File: src/rtl/wl_pkg.sv
package wl_pkg;
  typedef enum logic [0:0] {
    XL_FWD = 1'b0,
    XL_INV = 1'b1
  } xl_dir_e;
endpackage

File: src/rtl/wl_lfsr.sv
module wl_lfsr #(
  parameter int               W     = 16,
  parameter logic [W-1:0]     SEED  = 16'hACE1,
  parameter logic [W-1:0]     TAPS  = 16'hB400,
  parameter int               OUT_W = 4
) (
  input  logic             clk,
  input  logic             rst_n,
  input  logic             adv_i,
  output logic [OUT_W-1:0] draw_o
);
  logic [W-1:0] state_q;
  logic [W-1:0] state_d;
  logic         fb;

  always_comb begin
    fb      = ^(state_q & TAPS);
    state_d = state_q;
    if (adv_i) state_d = {state_q[W-2:0], fb};
  end

  always_ff @(posedge clk or negedge rst_n) begin
    if (!rst_n) state_q <= SEED;
    else        state_q <= state_d;
  end

  assign draw_o = state_q[OUT_W-1:0];

  a_r9_idle_hold: assert property (@(posedge clk) disable iff (!rst_n)
    !adv_i |=> $stable(state_q));
  a_r5_adv_moves: assert property (@(posedge clk) disable iff (!rst_n)
    adv_i |=> state_q != $past(state_q));
  a_r5_nonzero: assert property (@(posedge clk) disable iff (!rst_n)
    state_q != '0);
endmodule

File: src/rtl/wl_rot_table.sv
module wl_rot_table #(
  parameter int NUM_PAGES = 64,
  parameter int ROT_W     = 4,
  localparam int PAGE_W   = $clog2(NUM_PAGES)
) (
  input  logic              clk,
  input  logic              rst_n,
  input  logic              we_i,
  input  logic [PAGE_W-1:0] wpage_i,
  input  logic [ROT_W-1:0]  wrot_i,
  input  logic [PAGE_W-1:0] ra0_i,
  output logic [ROT_W-1:0]  rrot0_o,
  input  logic [PAGE_W-1:0] ra1_i,
  output logic [ROT_W-1:0]  rrot1_o
);
  logic [ROT_W-1:0] mem_q [NUM_PAGES];
  logic [ROT_W-1:0] mem_d [NUM_PAGES];

  always_comb begin
    for (int i = 0; i < NUM_PAGES; i++) mem_d[i] = mem_q[i];
    if (we_i) mem_d[wpage_i] = wrot_i;
  end

  always_ff @(posedge clk or negedge rst_n) begin
    if (!rst_n) begin
      for (int i = 0; i < NUM_PAGES; i++) mem_q[i] <= '0;
    end else if (we_i) begin
      for (int i = 0; i < NUM_PAGES; i++) mem_q[i] <= mem_d[i];
    end
  end

  // same-cycle allocation wins over stored value
  assign rrot0_o = (we_i && (wpage_i == ra0_i)) ? wrot_i : mem_q[ra0_i];
  assign rrot1_o = (we_i && (wpage_i == ra1_i)) ? wrot_i : mem_q[ra1_i];

  for (genvar g = 0; g < NUM_PAGES; g++) begin : g_chk
    a_r6_entry_stable: assert property (@(posedge clk) disable iff (!rst_n)
      !(we_i && (wpage_i == PAGE_W'(g))) |=> $stable(mem_q[g]));
  end
endmodule

File: src/rtl/wl_line_xlate.sv
module wl_line_xlate
  import wl_pkg::*;
#(
  parameter int      PAGE_W = 6,
  parameter int      LINE_W = 4,
  parameter xl_dir_e DIR    = XL_FWD
) (
  input  logic              clk,
  input  logic              rst_n,
  input  logic              vld_i,
  input  logic [PAGE_W-1:0] page_i,
  input  logic [LINE_W-1:0] line_i,
  input  logic [LINE_W-1:0] rot_i,
  output logic              vld_o,
  output logic [PAGE_W-1:0] page_o,
  output logic [LINE_W-1:0] line_o
);
  logic [LINE_W-1:0] mapped;
  logic              vld_q;
  logic [PAGE_W-1:0] page_q, page_d;
  logic [LINE_W-1:0] line_q, line_d;

  if (DIR == XL_FWD) begin : g_fwd
    assign mapped = line_i + rot_i;
  end else begin : g_inv
    assign mapped = line_i - rot_i;
  end

  always_comb begin
    page_d = page_q;
    line_d = line_q;
    if (vld_i) begin
      page_d = page_i;
      line_d = mapped;
    end
  end

  always_ff @(posedge clk or negedge rst_n) begin
    if (!rst_n) begin
      vld_q  <= 1'b0;
      page_q <= '0;
      line_q <= '0;
    end else begin
      vld_q  <= vld_i;
      page_q <= page_d;
      line_q <= line_d;
    end
  end

  assign vld_o  = vld_q;
  assign page_o = page_q;
  assign line_o = line_q;

  a_r8_vld_latency: assert property (@(posedge clk) disable iff (!rst_n)
    vld_i |=> vld_o);
  a_r8_no_spurious: assert property (@(posedge clk) disable iff (!rst_n)
    !vld_i |=> !vld_o);
  a_r8_data_hold: assert property (@(posedge clk) disable iff (!rst_n)
    !vld_i |=> ($stable(page_o) && $stable(line_o)));
  a_r1_zero_rot_identity: assert property (@(posedge clk) disable iff (!rst_n)
    (vld_i && rot_i == '0) |=> line_o == $past(line_i));
endmodule

File: src/rtl/wl_remap.sv
module wl_remap
  import wl_pkg::*;
#(
  parameter int          NUM_PAGES = 64,
  parameter int          LINES     = 16,
  parameter int          LFSR_W    = 16,
  parameter logic [15:0] LFSR_SEED = 16'hACE1,
  parameter logic [15:0] LFSR_TAPS = 16'hB400,
  localparam int         PAGE_W    = $clog2(NUM_PAGES),
  localparam int         LINE_W    = $clog2(LINES)
) (
  input  logic              clk,
  input  logic              rst_n,
  input  logic              alloc_vld_i,
  input  logic [PAGE_W-1:0] alloc_page_i,
  output logic              alloc_vld_o,
  output logic [LINE_W-1:0] alloc_rot_o,
  input  logic              wr_vld_i,
  input  logic [PAGE_W-1:0] wr_page_i,
  input  logic [LINE_W-1:0] wr_line_i,
  output logic              wr_vld_o,
  output logic [PAGE_W-1:0] wr_page_o,
  output logic [LINE_W-1:0] wr_line_o,
  input  logic              rd_vld_i,
  input  logic [PAGE_W-1:0] rd_page_i,
  input  logic [LINE_W-1:0] rd_line_i,
  output logic              rd_vld_o,
  output logic [PAGE_W-1:0] rd_page_o,
  output logic [LINE_W-1:0] rd_line_o
);
  logic [LINE_W-1:0] draw;
  logic [LINE_W-1:0] wr_rot, rd_rot;
  logic              av_q;
  logic [LINE_W-1:0] ar_q, ar_d;

  wl_lfsr #(
    .W(LFSR_W), .SEED(LFSR_SEED[LFSR_W-1:0]),
    .TAPS(LFSR_TAPS[LFSR_W-1:0]), .OUT_W(LINE_W)
  ) u_lfsr (
    .clk(clk), .rst_n(rst_n), .adv_i(alloc_vld_i), .draw_o(draw)
  );

  wl_rot_table #(.NUM_PAGES(NUM_PAGES), .ROT_W(LINE_W)) u_tab (
    .clk(clk), .rst_n(rst_n),
    .we_i(alloc_vld_i), .wpage_i(alloc_page_i), .wrot_i(draw),
    .ra0_i(wr_page_i), .rrot0_o(wr_rot),
    .ra1_i(rd_page_i), .rrot1_o(rd_rot)
  );

  wl_line_xlate #(.PAGE_W(PAGE_W), .LINE_W(LINE_W), .DIR(XL_FWD)) u_fwd (
    .clk(clk), .rst_n(rst_n),
    .vld_i(wr_vld_i), .page_i(wr_page_i), .line_i(wr_line_i), .rot_i(wr_rot),
    .vld_o(wr_vld_o), .page_o(wr_page_o), .line_o(wr_line_o)
  );

  wl_line_xlate #(.PAGE_W(PAGE_W), .LINE_W(LINE_W), .DIR(XL_INV)) u_inv (
    .clk(clk), .rst_n(rst_n),
    .vld_i(rd_vld_i), .page_i(rd_page_i), .line_i(rd_line_i), .rot_i(rd_rot),
    .vld_o(rd_vld_o), .page_o(rd_page_o), .line_o(rd_line_o)
  );

  always_comb begin
    ar_d = ar_q;
    if (alloc_vld_i) ar_d = draw;
  end

  always_ff @(posedge clk or negedge rst_n) begin
    if (!rst_n) begin
      av_q <= 1'b0;
      ar_q <= '0;
    end else begin
      av_q <= alloc_vld_i;
      ar_q <= ar_d;
    end
  end

  assign alloc_vld_o = av_q;
  assign alloc_rot_o = ar_q;

  // a collided write/read must carry the offset reported for the allocation
  a_r7_wr_bypass: assert property (@(posedge clk) disable iff (!rst_n)
    (alloc_vld_i && wr_vld_i && alloc_page_i == wr_page_i)
      |=> LINE_W'(wr_line_o - $past(wr_line_i)) == alloc_rot_o);
  a_r7_rd_bypass: assert property (@(posedge clk) disable iff (!rst_n)
    (alloc_vld_i && rd_vld_i && alloc_page_i == rd_page_i)
      |=> LINE_W'($past(rd_line_i) - rd_line_o) == alloc_rot_o);
  a_r5_alloc_vld: assert property (@(posedge clk) disable iff (!rst_n)
    alloc_vld_i |=> alloc_vld_o);
endmodule

File: config.mk
export PLATFORM = sky130hd
export DESIGN_NAME = wl_remap
export DESIGN_NICKNAME = d
export VERILOG_FILES = /design/src/rtl/wl_pkg.sv /design/src/rtl/wl_lfsr.sv /design/src/rtl/wl_rot_table.sv /design/src/rtl/wl_line_xlate.sv /design/src/rtl/wl_remap.sv
export SDC_FILE = /design/constraint.sdc
export NUM_CORES = 1
export LEC_CHECK = 0
export CORE_MARGIN = 2
export CORE_UTILIZATION = 23
export CTS_BUF_LIST = sky130_fd_sc_hd__clkbuf_8
export DETAILED_ROUTE_END_ITERATION = 8
export SETUP_SLACK_MARGIN = 0.5
export SYNTH_ARGS = -nofsm -noshare
export SYNTH_HDL_FRONTEND = slang
export SYNTH_SLANG_ARGS = --single-unit
export TNS_END_PERCENT = 50
File: constraint.sdc
create_clock -name clk -period 3.2 [get_ports clk]
set_input_delay 0.64 -clock clk [delete_from_list [all_inputs] [get_ports clk]]
set_output_delay 0.64 -clock clk [all_outputs]
set_load 0.02 [all_outputs]
======== Yosys cells after proc, flatten, opt, wreduce, memory -nomap -nowiden ========
Cells that the tools add are included.
cells by class
  mux-type cells .......................... 11
  eq/ne operators ......................... 2
  magnitude comparators ................... 4
  bitwise logic cells ..................... 3
  $add $sub $neg .......................... 2
  reduce and logical (&&, ||, !) cells .... 4
operators with widths
  kind                                                                          count
  256-bit bitwise mux                                                           1
  4-bit binary-select mux with 6-bit select                                     2
  4-bit two-way mux                                                             7
  4-bit demux with 6-bit select                                                 1
  7-bit greater-or-equal comparator, second input constant                      3
  6-bit NOT with 7-bit output                                                   3
  16-bit XOR reduction                                                          1
  6-bit equality test                                                           2
  7-bit by 1-bit less-than comparator with 1-bit output, second input constant  1
  4-bit adder                                                                   1
  4-bit subtractor                                                              1
  1-bit logical AND                                                             3
word-level totals
  input bits .............................. 31
  register bits ........................... 299

======== Longest topological paths before layout ========
Gate-level depths: netlist of the first run.
  depth after elaboration ................. 6
  gate-level depth with buffers ........... 15

======== Modules after synthesis ========
A second synthesis of the first run with hierarchy kept.
second synthesis, totals
  cell total of the unflattened synthesis .. 1224
  area total of the unflattened synthesis .. 16261.8 um^2
modules (own cells, without submodules)
  module                 area an instance (um^2)  cells each  instances  sequential area each (um^2)
  wl_rot_table           14377.5                  1099        1          6406.1
  wl_lfsr                705.7                    42          1          410.4
  wl_line_xlate (u_inv)  515.5                    40          1          275.3
  wl_line_xlate (u_fwd)  493.0                    34          1          275.3
  wl_remap               170.2                    9           1          125.1

======== Least setup slack after synthesis of the first run ========
No wires, ideal clock.
  path type ............................... in2reg
  from .................................... input rd_page_i[0]
  to ...................................... register u_inv.line_q[3], in the netlist u_inv.line_o[3]
  path buffers ............................ 2
  stages on the path ...................... 12
  slack ................................... -1.056 ns
  data required time ...................... 3.118 ns
  arrival time ............................ 4.174 ns
  cell sequence ........................... buf_2 > buf_2 > mux4_2 > mux4_2 > mux4_2 > a21oi_1 > ha_1 > a21o_1 > a21oi_1 > xnor2_1 > or4_1 > a31oi_1
on the way
  longest elaborated chain between the ends .. 6
  elaborated cells on any way between the ends .. 8
RTL lines
  what                                                   RTL line             text
  from (decl)                                            wl_remap.sv:25       input logic [PAGE_W-1:0] rd_page_i,
  6-bit NOT with 7-bit output (implied by the code)      wl_rot_table.sv:34   assign rrot1_o = (we_i && (wpage_i == ra1_i)) ? wrot_i : mem_q[ra1_i];
  4-bit binary-select mux with 6-bit select              wl_rot_table.sv:34
  4-bit two-way mux (implied by the code) (2 in series)  wl_rot_table.sv:34
  4-bit two-way mux (*)                                  wl_rot_table.sv:34
  4-bit subtractor (*)                                   wl_line_xlate.sv:26  assign mapped = line_i - rot_i;
  to (signal assigned)                                   wl_line_xlate.sv:46  line_q <= line_d;
  to (decl)                                              wl_line_xlate.sv:21  logic [LINE_W-1:0] line_q, line_d;
Mark *: on every way between the ends. The rest lies on a longest branch, timed or not. The select of a mux whose other input is x is not followed.
A chain may end at the register's enable or synchronous reset.

======== Final worst setup path of the first run ========
  from .................................... register u_tab.mem_q[129] (netlist name)
  to ...................................... register u_inv.line_q[3], in the netlist u_inv.line_o[3]
on the way
  longest elaborated chain between the ends .. 5
RTL lines
  what                                                   RTL line             text
  from (decl)                                            wl_rot_table.sv:16   logic [ROT_W-1:0] mem_q [NUM_PAGES];
  4-bit binary-select mux with 6-bit select              wl_rot_table.sv:34
  4-bit two-way mux (implied by the code) (2 in series)  wl_rot_table.sv:34
  4-bit two-way mux                                      wl_rot_table.sv:34
  4-bit subtractor                                       wl_line_xlate.sv:26
Every way passes these cells. The select of a mux whose other input is x is not followed.

==> summary.txt, run 1 <==
Outcome
  – Status: finished, violations left
  – Failing checks: setup timing

Critical path
  – Setup CP Type: reg -> reg
  – Cells along the critical path: mux4_2, mux4_2, mux4_2, a21oi_2, ha_1, a21o_1, a21oi_2, xnor2_1, or4_1, a31oi_1
  – CP max FO: 3
  – Kind of cell adding the most delay to the critical path: multiplexers
  – Worst EP arrival: around 4 ns
  – CP most frequent cell: mux4_2
  – CP required: approximately 3.8 ns
  – Bufs and invs on worst path: 0
  – Worst path max stage delay: 0.53 ns
  – Type of origin of the critical path: flip-flop
  – Slowest cell on crit path: mux4_2
  – Critical Path Sink Type: flip-flop

Finish
  – Sequential cell area: approximately 0.0074 sq mm
  – Diode count: 0
  – Share of cells above drive strength 1: 0.507
  – Multi-input combinational cell area: around 0.0081 sq mm
  – Fin nets: approximately 1400
  – Final Cell Area: 0.0199 sq mm
  – Filler Cell Count: roughly 7000
  – Area delta synth->final: 25.2%

Routing
  – Via/cell ratio: around 4.8
  – Drt drc: 0
  – DRT Pass-1 Iters: 7
  – Total Wirelength: 47.4 mm
  – Iter 0 DRT Violations: between 800 and 900
  – Remaining antenna violation count: 0
  – Wire per inst: 21.2 microns
  – Routed vias: 10700

STA
  – Pins Over Slew Limit: 0
  – Slew headroom: 0.437
  – RSZ-0062 raised after global routing: true
  – Fmax: between 200 and 300 MHz
  – Crit share post-route: 1.07
  – Clock Skews: ~0.026 ns
  – Final setup viols: 5
  – Slew of the pin with the lowest slew margin: between 0.8 and 0.9 ns
  – Tmin final: about 3.4 ns
  – Hold Worst Slack: slightly below 0.5 ns
  – Post-route worst setup slack: -0.222 ns
  – Final Hold Fails: 0

Placement
  – Setup WS pre-CTS: -0.942 ns
  – Post-DP Area: between 0.015 and 0.02 sq mm
  – Port bufs: 57
  – DP Wirelength: between 30 and 40 mm
  – Final GP Congestion: 0.918

Yosys
  – Largest area contributor in the netlist: dfrtp_1
  – Share of the synthesized area in the top cell type: 0.452
  – Avg Cell Area, Syn: 14.2 sq um
  – Post-synth net total: about 1200
  – Synth warnings: 0
  – Ys flop type: dfrtp_1
  – Sequential area share after synthesis: 0.465
  – Ys async rst share: 1.00
  – Synth Register Bits: slightly below 300
  – Synthesized cell area: 0.0159 sq mm
  – Synth area leaders: dfrtp_1 45%, mux4_2 20%, mux2_2 19%
  – Number of synthesized flops with an enable pin: 0
  – Synth Instances: roughly 1100
  – Synth unique cells: 44

Floorplanning
  – Num rows: 96
  – Ports: 58
  – Core footprint: about 0.07 sq mm
  – Initial Util: 0.232
  – Die width: 267 microns
  – Chip Height: 267 microns
  – Die Footprint: between 0.07 and 0.08 sq mm

Clocking
  – Clock Path Buffers: 3
  – CTS clk-pin slew, worst paths: about 0.060 ns
  – CTS Buf Count: between 50 and 60
  – Clock Latency Late Sink: 0.65 ns
  – CTS tree: built
  – H-tree depth: 2
  – Root buf cell: clkbuf_8
  – Clk sink count: 295

Global routing
  – Vias in the first global route: around 11000
  – Grt ovf: 0
  – Global-route wire length before repair: ~72 mm
  – GRT Total Usage: 0.135
  – Largest net degree at the start of global routing: 81
  – Initial antenna violation count: 0

Pwr
  – VDD IR max: 289 uV
  – Static Leak: around 8.7 nW
  – Cell Pwr Density: approximately 620 mW/mm^2

Run
  – Max Cap Viol: 0

Hold path
  – Hold Crit Class: in -> async
-- kinds of logic after synthesis --
| group | after synthesis | share of synthesized area |
|---|---|---|
| buf+inv | 99 | 0.0273 |
| xor+xnor | 19 | 0.0105 |
| simple gates | 195 | 0.0561 |
| compound gates | 55 | 0.0203 |
| fa+ha+maj | 8 | 0.00725 |
| flops | 295 | 0.465 |
| mux | 446 | 0.413 |
-- where the power goes --
group / internal (mW) / switching [mW] / total (mW)
clock network: 1.98 / 1.64 / 3.62
registers: 4.58 / 0.702 / 5.28
logic: 1.91 / 1.62 / 3.53
total: 8.47 / 3.96 / 12.4
-- cell type report --
cell class,count,area share
Multi-Input combinational cell,723,0.409
Sequential cell,295,0.372
Timing Repair Buffer,232,0.108
Tap cell,882,0.0555
Clock buffer,65,0.0450
Clock inverter,26,0.00874
Inverter,10,0.00189
-- registers in the layout, indices dropped and copies added (netlist names) --
name and cells:
u_inv.vld_o 1, alloc_vld_o 1, u_inv.line_o 4, u_fwd.vld_o 1, u_inv.page_o 6, u_tab.mem_q 256
u_fwd.line_o 4, u_lfsr.state_q 13, u_fwd.page_o 6, alloc_rot_o 3
-- cells in the mapped netlist, types with 4 or more instances --
master	count
xor2_1	13
buf_2	16
nor2b_1	9
mux4_2	141
a31oi_1	4
and3_1	4
a22oi_1	6
buf_1	8
nand4_1	5
a21oi_1	8
nand3_1	18
o21ai_0	27
buf_4	5
dfrtp_1	287
o31ai_1	4
mux2_2	265
ha_1	6
mux2i_1	40
inv_1	10
clkbuf_1	57
xnor2_1	6
nand2_1	73
dfstp_2	8
nor2_1	59
nand2b_1	6
-- layout by cell type, fill, tap and decap left out, types with 13 or more instances in the layout --
cell             instances
buf_12                  18
buf_4                  153
clkbuf_8                65
clkdlybuf4s50_1         52
dfrtp_1                285
inv_1                   24
mux2_2                 262
mux2i_1                 40
mux4_2                 141
nand2_1                 73
nand3_1                 18
nor2_1                  59
o21ai_0                 26
xor2_1                  13
-- timing repair --
item                                   in CTS  in global routing
endpoints found under the hold margin      51                  0
pin swaps                                   0                  9
buffers inserted                            3                  2
gates cloned                                1                  0
resized for setup                           8                  8
hold buffers                                1                  0
setup endpoints to repair                   9                  9
-- metrics by stage --
| stage | setup TNS, ns | std cells | util | total power [mW] |
|---|---|---|---|---|
| CTS | -0.468 | 2231 | 0.290 | 12.5 |
| floorplan | -1.72 | 1117 | - | 7.27 |
| global route | -1.02 | 2233 | 0.290 | 13.0 |
| finish | -0.589 | 2233 | 0.290 | 12.4 |
| detailed placement | -5.27 | 2135 | 0.273 | 8.79 |
| global placement | -5.13 | 2135 | 0.273 | 8.69 |
-- routing by layer --
layer  track usage  wire length (microns)  share of wire
met3        0.0368                   3630          0.077
met4        0.0586                   1910          0.040
met1         0.178                  20200           0.43
met5             0                      0              0
met2         0.209                  21600           0.46
-- worst paths after layout --
path	from	to	slack, ns	depth (start not counted)
max in group asynchronous	rst_n	u_tab.mem_q[146]$_DFFE_PN0P_	1.81	3
setup reg to reg	u_tab.mem_q[129]$_DFFE_PN0P_	u_inv.line_o[3]$_DFFE_PN0P_	-0.22	10
hold / removal	rst_n	u_tab.mem_q[252]$_DFFE_PN0P_	0.50	2
hold reg to reg	u_fwd.line_o[3]$_DFFE_PN0P_	u_fwd.line_o[3]$_DFFE_PN0P_	0.50	2
min in group clk	u_fwd.line_o[3]$_DFFE_PN0P_	u_fwd.line_o[3]$_DFFE_PN0P_	0.50	2
setup / recovery	u_tab.mem_q[129]$_DFFE_PN0P_	u_inv.line_o[3]$_DFFE_PN0P_	-0.22	10
(Power assumes the default switching activity.)
==> inputs of run 2 (changes only) <==
- SLEW_MARGIN: unset -> 20
==> results of run 2 <==
The final DEF is identical to that of run 1; final timing and power are the same.
==> inputs of run 3 (changes only) <==
- CAP_MARGIN: unset -> 20
- SYNTH_HIERARCHICAL: unset -> 1
==> summary.txt, run 3 <==
Critical path
  – Kind of cell adding the most delay to the critical path: multiplexers (unchanged)
  – Worst EP arrival: 3.26 ns (was 3.99 ns)
  – Cells along the critical path: buf_4, bufbuf_16, mux4_1, mux4_2, o211ai_2, o311ai_2, inv_1, ha_1, nand3b_1, a211oi_1, or3b_1 (was mux4_2, mux4_2, mux4_2, a21oi_2, ha_1, a21o_1, a21oi_2, xnor2_1, or4_1, a31oi_1)
  – Critical Path Sink Type: flip-flop (unchanged)
  – Worst path max stage delay: 0.55 ns (was 0.53 ns)
  – Slowest cell on crit path: mux4_1 (was mux4_2)
  – Cell depth of the worst setup path: 11 (was 10)
  – Worst R2R Start: u_tab/mem_q[181]$_DFFE_PN0P_ (was u_tab.mem_q[129]$_DFFE_PN0P_)
  – Worst-case reg-to-reg path depth: 11 (was 10)
  – Setup CP Type: in -> reg (was reg -> reg)
  – CP max FO: 6 (was 3)
  – Worst r2r dst: u_inv/line_o[3]$_DFFE_PN0P_ (was u_inv.line_o[3]$_DFFE_PN0P_)
  – CP required: 3.70 ns (was 3.77 ns)
  – Bufs and invs on worst path: 3 (was 0)
  – Type of origin of the critical path: primary input (was flip-flop)
  – R2R setup slack: 0.45 ns (was -0.22 ns)

Routing
  – Via/cell ratio: 4.87 (was 4.80)
  – Iter 0 DRT Violations: 1047 (was 856)
  – Drt drc: 0 (unchanged)
  – DRT Pass-1 Iters: 5 (was 7)
  – Wire per inst: 21.9 microns (was 21.2 microns)
  – Remaining antenna violation count: 0 (unchanged)
  – Routed vias: 11700 (was 10700)
  – Total Wirelength: 52.8 mm (was 47.4 mm)

Pwr
  – Static Leak: 9.09 nW (was 8.73 nW)
  – Flop pwr share: 0.447 (was 0.425)
  – Switching Share: 0.333 (was 0.318)
  – NetSw: 4.11 mW (was 3.96 mW)
  – Int Pwr: 8.22 mW (was 8.47 mW)
  – Clock power frac: 0.271 (was 0.291)
  – Comb pwr share: 0.283 (was 0.284)
  – VDD IR max: 336 uV (was 289 uV)
  – Cell Pwr Density: 607 mW/mm^2 (was 625 mW/mm^2)

Global routing
  – Initial antenna violation count: 0 (unchanged)
  – Vias in the first global route: 12100 (was 11400)
  – Grt ovf: 0 (unchanged)
  – GRT Total Usage: 0.143 (was 0.135)
  – GR Util met2: 0.225 (was 0.209)
  – Met3 Use GR: 0.0308 (was 0.0368)
  – Global-route wire length before repair: 79.0 mm (was 72.5 mm)
  – Gr busiest metal: met2 (unchanged)
  – Met1 Usage GRT: 0.192 (was 0.178)
  – Largest net degree at the start of global routing: 68 (was 81)

Yosys
  – Most numerous cell in the Yosys netlist: dfrtp_1 (unchanged)
  – Commonest cells in the netlist: 291 x dfrtp_1, 151 x mux2_2, 105 x nand2_1, 97 x mux2_1, 90 x mux4_2 (was 287 x dfrtp_1, 265 x mux2_2, 141 x mux4_2, 73 x nand2_1, 59 x nor2_1)
  – Xor-xnor portion of the synthesized cell area: 0.0102 (was 0.0105)
  – Number of synthesized flops with an enable pin: 0 (unchanged)
  – Synth Area in Adders: 0.00708 (was 0.00725)
  – Largest area contributor in the netlist: dfrtp_1 (unchanged)
  – Mux contribution to synthesized area: 0.368 (was 0.413)
  – Synth warnings: 6 (was 0)
  – Synthesized cell area: 0.0163 sq mm (was 0.0159 sq mm)
  – Synth Register Bits: 299 (was 295)
  – Post-synth net total: 1263 (was 1156)
  – Synth area leaders: dfrtp_1 45%, mux4_2 12%, mux2_2 10% (was dfrtp_1 45%, mux4_2 20%, mux2_2 19%)
  – Largest family of logic cells by synthesized area: multiplexers (unchanged)
  – Compound-Gate Fraction of Synth Area: 0.0505 (was 0.0203)
  – Share of the synthesized area in the top cell type: 0.448 (was 0.452)
  – Synth Instances: 1224 (was 1117)
  – Synth unique cells: 61 (was 44)
  – Avg Cell Area, Syn: 13.3 sq um (was 14.2 sq um)
  – Ys async rst share: 1.00 (unchanged)
  – Ys flop type: dfrtp_1 (unchanged)
  – Sequential area share after synthesis: 0.461 (was 0.465)
  – Post-synthesis simple-gate area fraction: 0.0687 (was 0.0561)

STA
  – RSZ-0062 raised after global routing: true (unchanged)
  – Setup TNS: 0 ns (was -0.589 ns)
  – Tmin final: 2.75 ns (was 3.42 ns)
  – Hold Worst Slack: 0.350 ns (was 0.495 ns)
  – Final setup viols: 0 (was 5)
  – Fmax: 363 MHz (was 292 MHz)
  – Final Hold Fails: 0 (unchanged)
  – Pins Over Slew Limit: 0 (unchanged)
  – Clock Skews: 0.0176 ns (was 0.0263 ns)
  – Slew of the pin with the lowest slew margin: 0.721 ns (was 0.841 ns)
  – Crit share post-route: 0.861 (was 1.07)
  – Slew headroom: 0.519 (was 0.437)

Finish
  – Final Cell Area: 0.0203 sq mm (was 0.0199 sq mm)
  – Max FFs per register: 256 (unchanged)
  – Fin nets: 1473 (was 1352)
  – Biggest register: u_tab/mem_q (was u_tab.mem_q)
  – Area delta synth->final: 24.9% (was 25.2%)
  – Commonest cells after routing, fill and taps aside: 289 x dfrtp_1, 171 x buf_4, 150 x mux2_2, 105 x nand2_1, 97 x mux2_1 (was 285 x dfrtp_1, 262 x mux2_2, 153 x buf_4, 141 x mux4_2, 73 x nand2_1)
  – Commonest non-fill, non-tap cell in the layout: dfrtp_1 (unchanged)
  – Share of cells above drive strength 1: 0.384 (was 0.507)
  – Diode count: 0 (unchanged)
  – Largest registers: u_tab/mem_q x256, u_lfsr/state_q x16 (was u_tab.mem_q x256, u_lfsr.state_q x13)

Placement
  – Port bufs: 57 (unchanged)
  – Post-DP Area: 0.0190 sq mm (was 0.0187 sq mm)
  – Final GP Congestion: 0.988 (was 0.918)
  – DP Wirelength: 38.3 mm (was 33.4 mm)

Clocking
  – Clock Path Buffers: 3 (unchanged)
  – Clock Latency Late Sink: 0.63 ns (was 0.65 ns)
  – CTS Buf Count: 52 (was 51)
  – CTS clk-pin slew, worst paths: 0.06 ns (about the same)
  – H-tree depth: 2 (unchanged)
  – Clk sink count: 299 (was 295)
  – Root buf cell: clkbuf_8 (unchanged)
  – CTS tree: built (unchanged)

Outcome
  – Status: finished, final reports clean (was finished, violations left)

Floorplanning
  – Ports: 58 (unchanged)
  – Chip Height: 270 microns (was 267 microns)
  – Initial Util: 0.232 (about the same)
  – Die Footprint: 0.0728 sq mm (was 0.0712 sq mm)
  – Num rows: 97 (was 96)
  – Core footprint: 0.0700 sq mm (was 0.0685 sq mm)
  – Die width: 270 microns (was 267 microns)

Hold path
  – Hold Path Depth: 2
  – Hold Path Sink: u_fwd/page_o[0]$_DFFE_PN0P_
  – Hold Crit Class: in -> reg (was in -> async)
  – Worst hold start: wr_page_i[0]

Run
  – Max Cap Viol: 0 (unchanged)
run 3: cell count changes after synthesis, sizes merged, moves of 15 or more:
| cell | previous run | this run |
|---|---|---|
| mux2i | 40 | 80 |
| a22oi | 6 | 29 |
| o21ai | 27 | 42 |
| mux4 | 141 | 99 |
| nand2 | 73 | 105 |
| nor2 | 59 | 44 |
run 3: what timing repair did:
item | in CTS | in global routing
pin swaps | 11 | 7
resized for setup | 40 | 16
hold endpoints to repair | 41 | 0
setup buffers | 13 | 0
hold buffers | 1 | 0
endpoints found under the setup margin | 6 | 6
gates cloned | 2 | 0
run 3: worst max path at each step:
stage,startpoint,endpoint,slack [ns]
floorplan,rd_page_i[1],u_inv/line_o[3]$_DFFE_PN0P_,0.21
global placement,rd_page_i[1],u_inv/line_o[3]$_DFFE_PN0P_,-0.55
detailed placement,rd_page_i[1],u_inv/line_o[3]$_DFFE_PN0P_,-0.58
CTS,rd_page_i[2],u_inv/line_o[3]$_DFFE_PN0P_,0.48
global route,u_tab/mem_q[97]$_DFFE_PN0P_,u_inv/line_o[3]$_DFFE_PN0P_,0.37
finish,rd_page_i[1],u_inv/line_o[3]$_DFFE_PN0P_,0.45
run 3: final cells by class:
class                           count  area, sq um
Multi-Input combinational cell    822         8340
Clock buffer                       65          895
Inverter                            9         33.8
Fill cell                        7093        49700
Timing Repair Buffer              250         2280
Tap cell                          940         1180
Clock inverter                     21         85.1
Sequential cell                   299         7490
run 3: kinds of logic after synthesis:
kind of cell / count (synthesis)
mux: 435
flops: 299
simple gates: 235
compound gates: 125
buf+inv: 103
xor+xnor: 19
fa+ha+maj: 8
run 3: per-stage QoR:
stage	util	total power, mW	instances	worst slack, ns
5_1_grt	0.290	12.9	2406	0.368
3_5_place_dp	0.271	8.94	2304	-0.582
6_report	0.290	12.3	2406	0.445
4_1_cts	0.289	12.4	2406	0.480
3_3_place_gp	0.271	8.82	2304	-0.552
2_1_floorplan	-	7.44	1224	0.206
run 3: power by group through the flow:
stage / clock network, mW / logic, mW / registers [mW]
final: 3.34 / 3.49 / 5.51
after global routing: 3.62 / 3.71 / 5.61
after CTS: 3.44 / 3.47 / 5.49
after detailed placement: 0 / 3.39 / 5.55
after global placement: 0 / 3.32 / 5.50
after floorplan: 0 / 2.21 / 5.23
run 3: metal layers:
metal	part of all wire	vias to the layer above
li1	-	5027
met4	0.032	0
met1	0.43	6099
met5	0	-
met2	0.46	505
met3	0.076	83
run 3: worst register-to-register path: cells and delay by family (launching register included):
kind | cells | cell delay, ns
multiplexers | 2 | 0.78
AND/OR/NAND/NOR | 3 | 0.61
AO/OA/AOI/OAI | 4 | 0.51
flip-flops | 1 | 0.41
adder cells (fa/ha/maj) | 1 | 0.23
buffers and inverters | 1 | 0.10
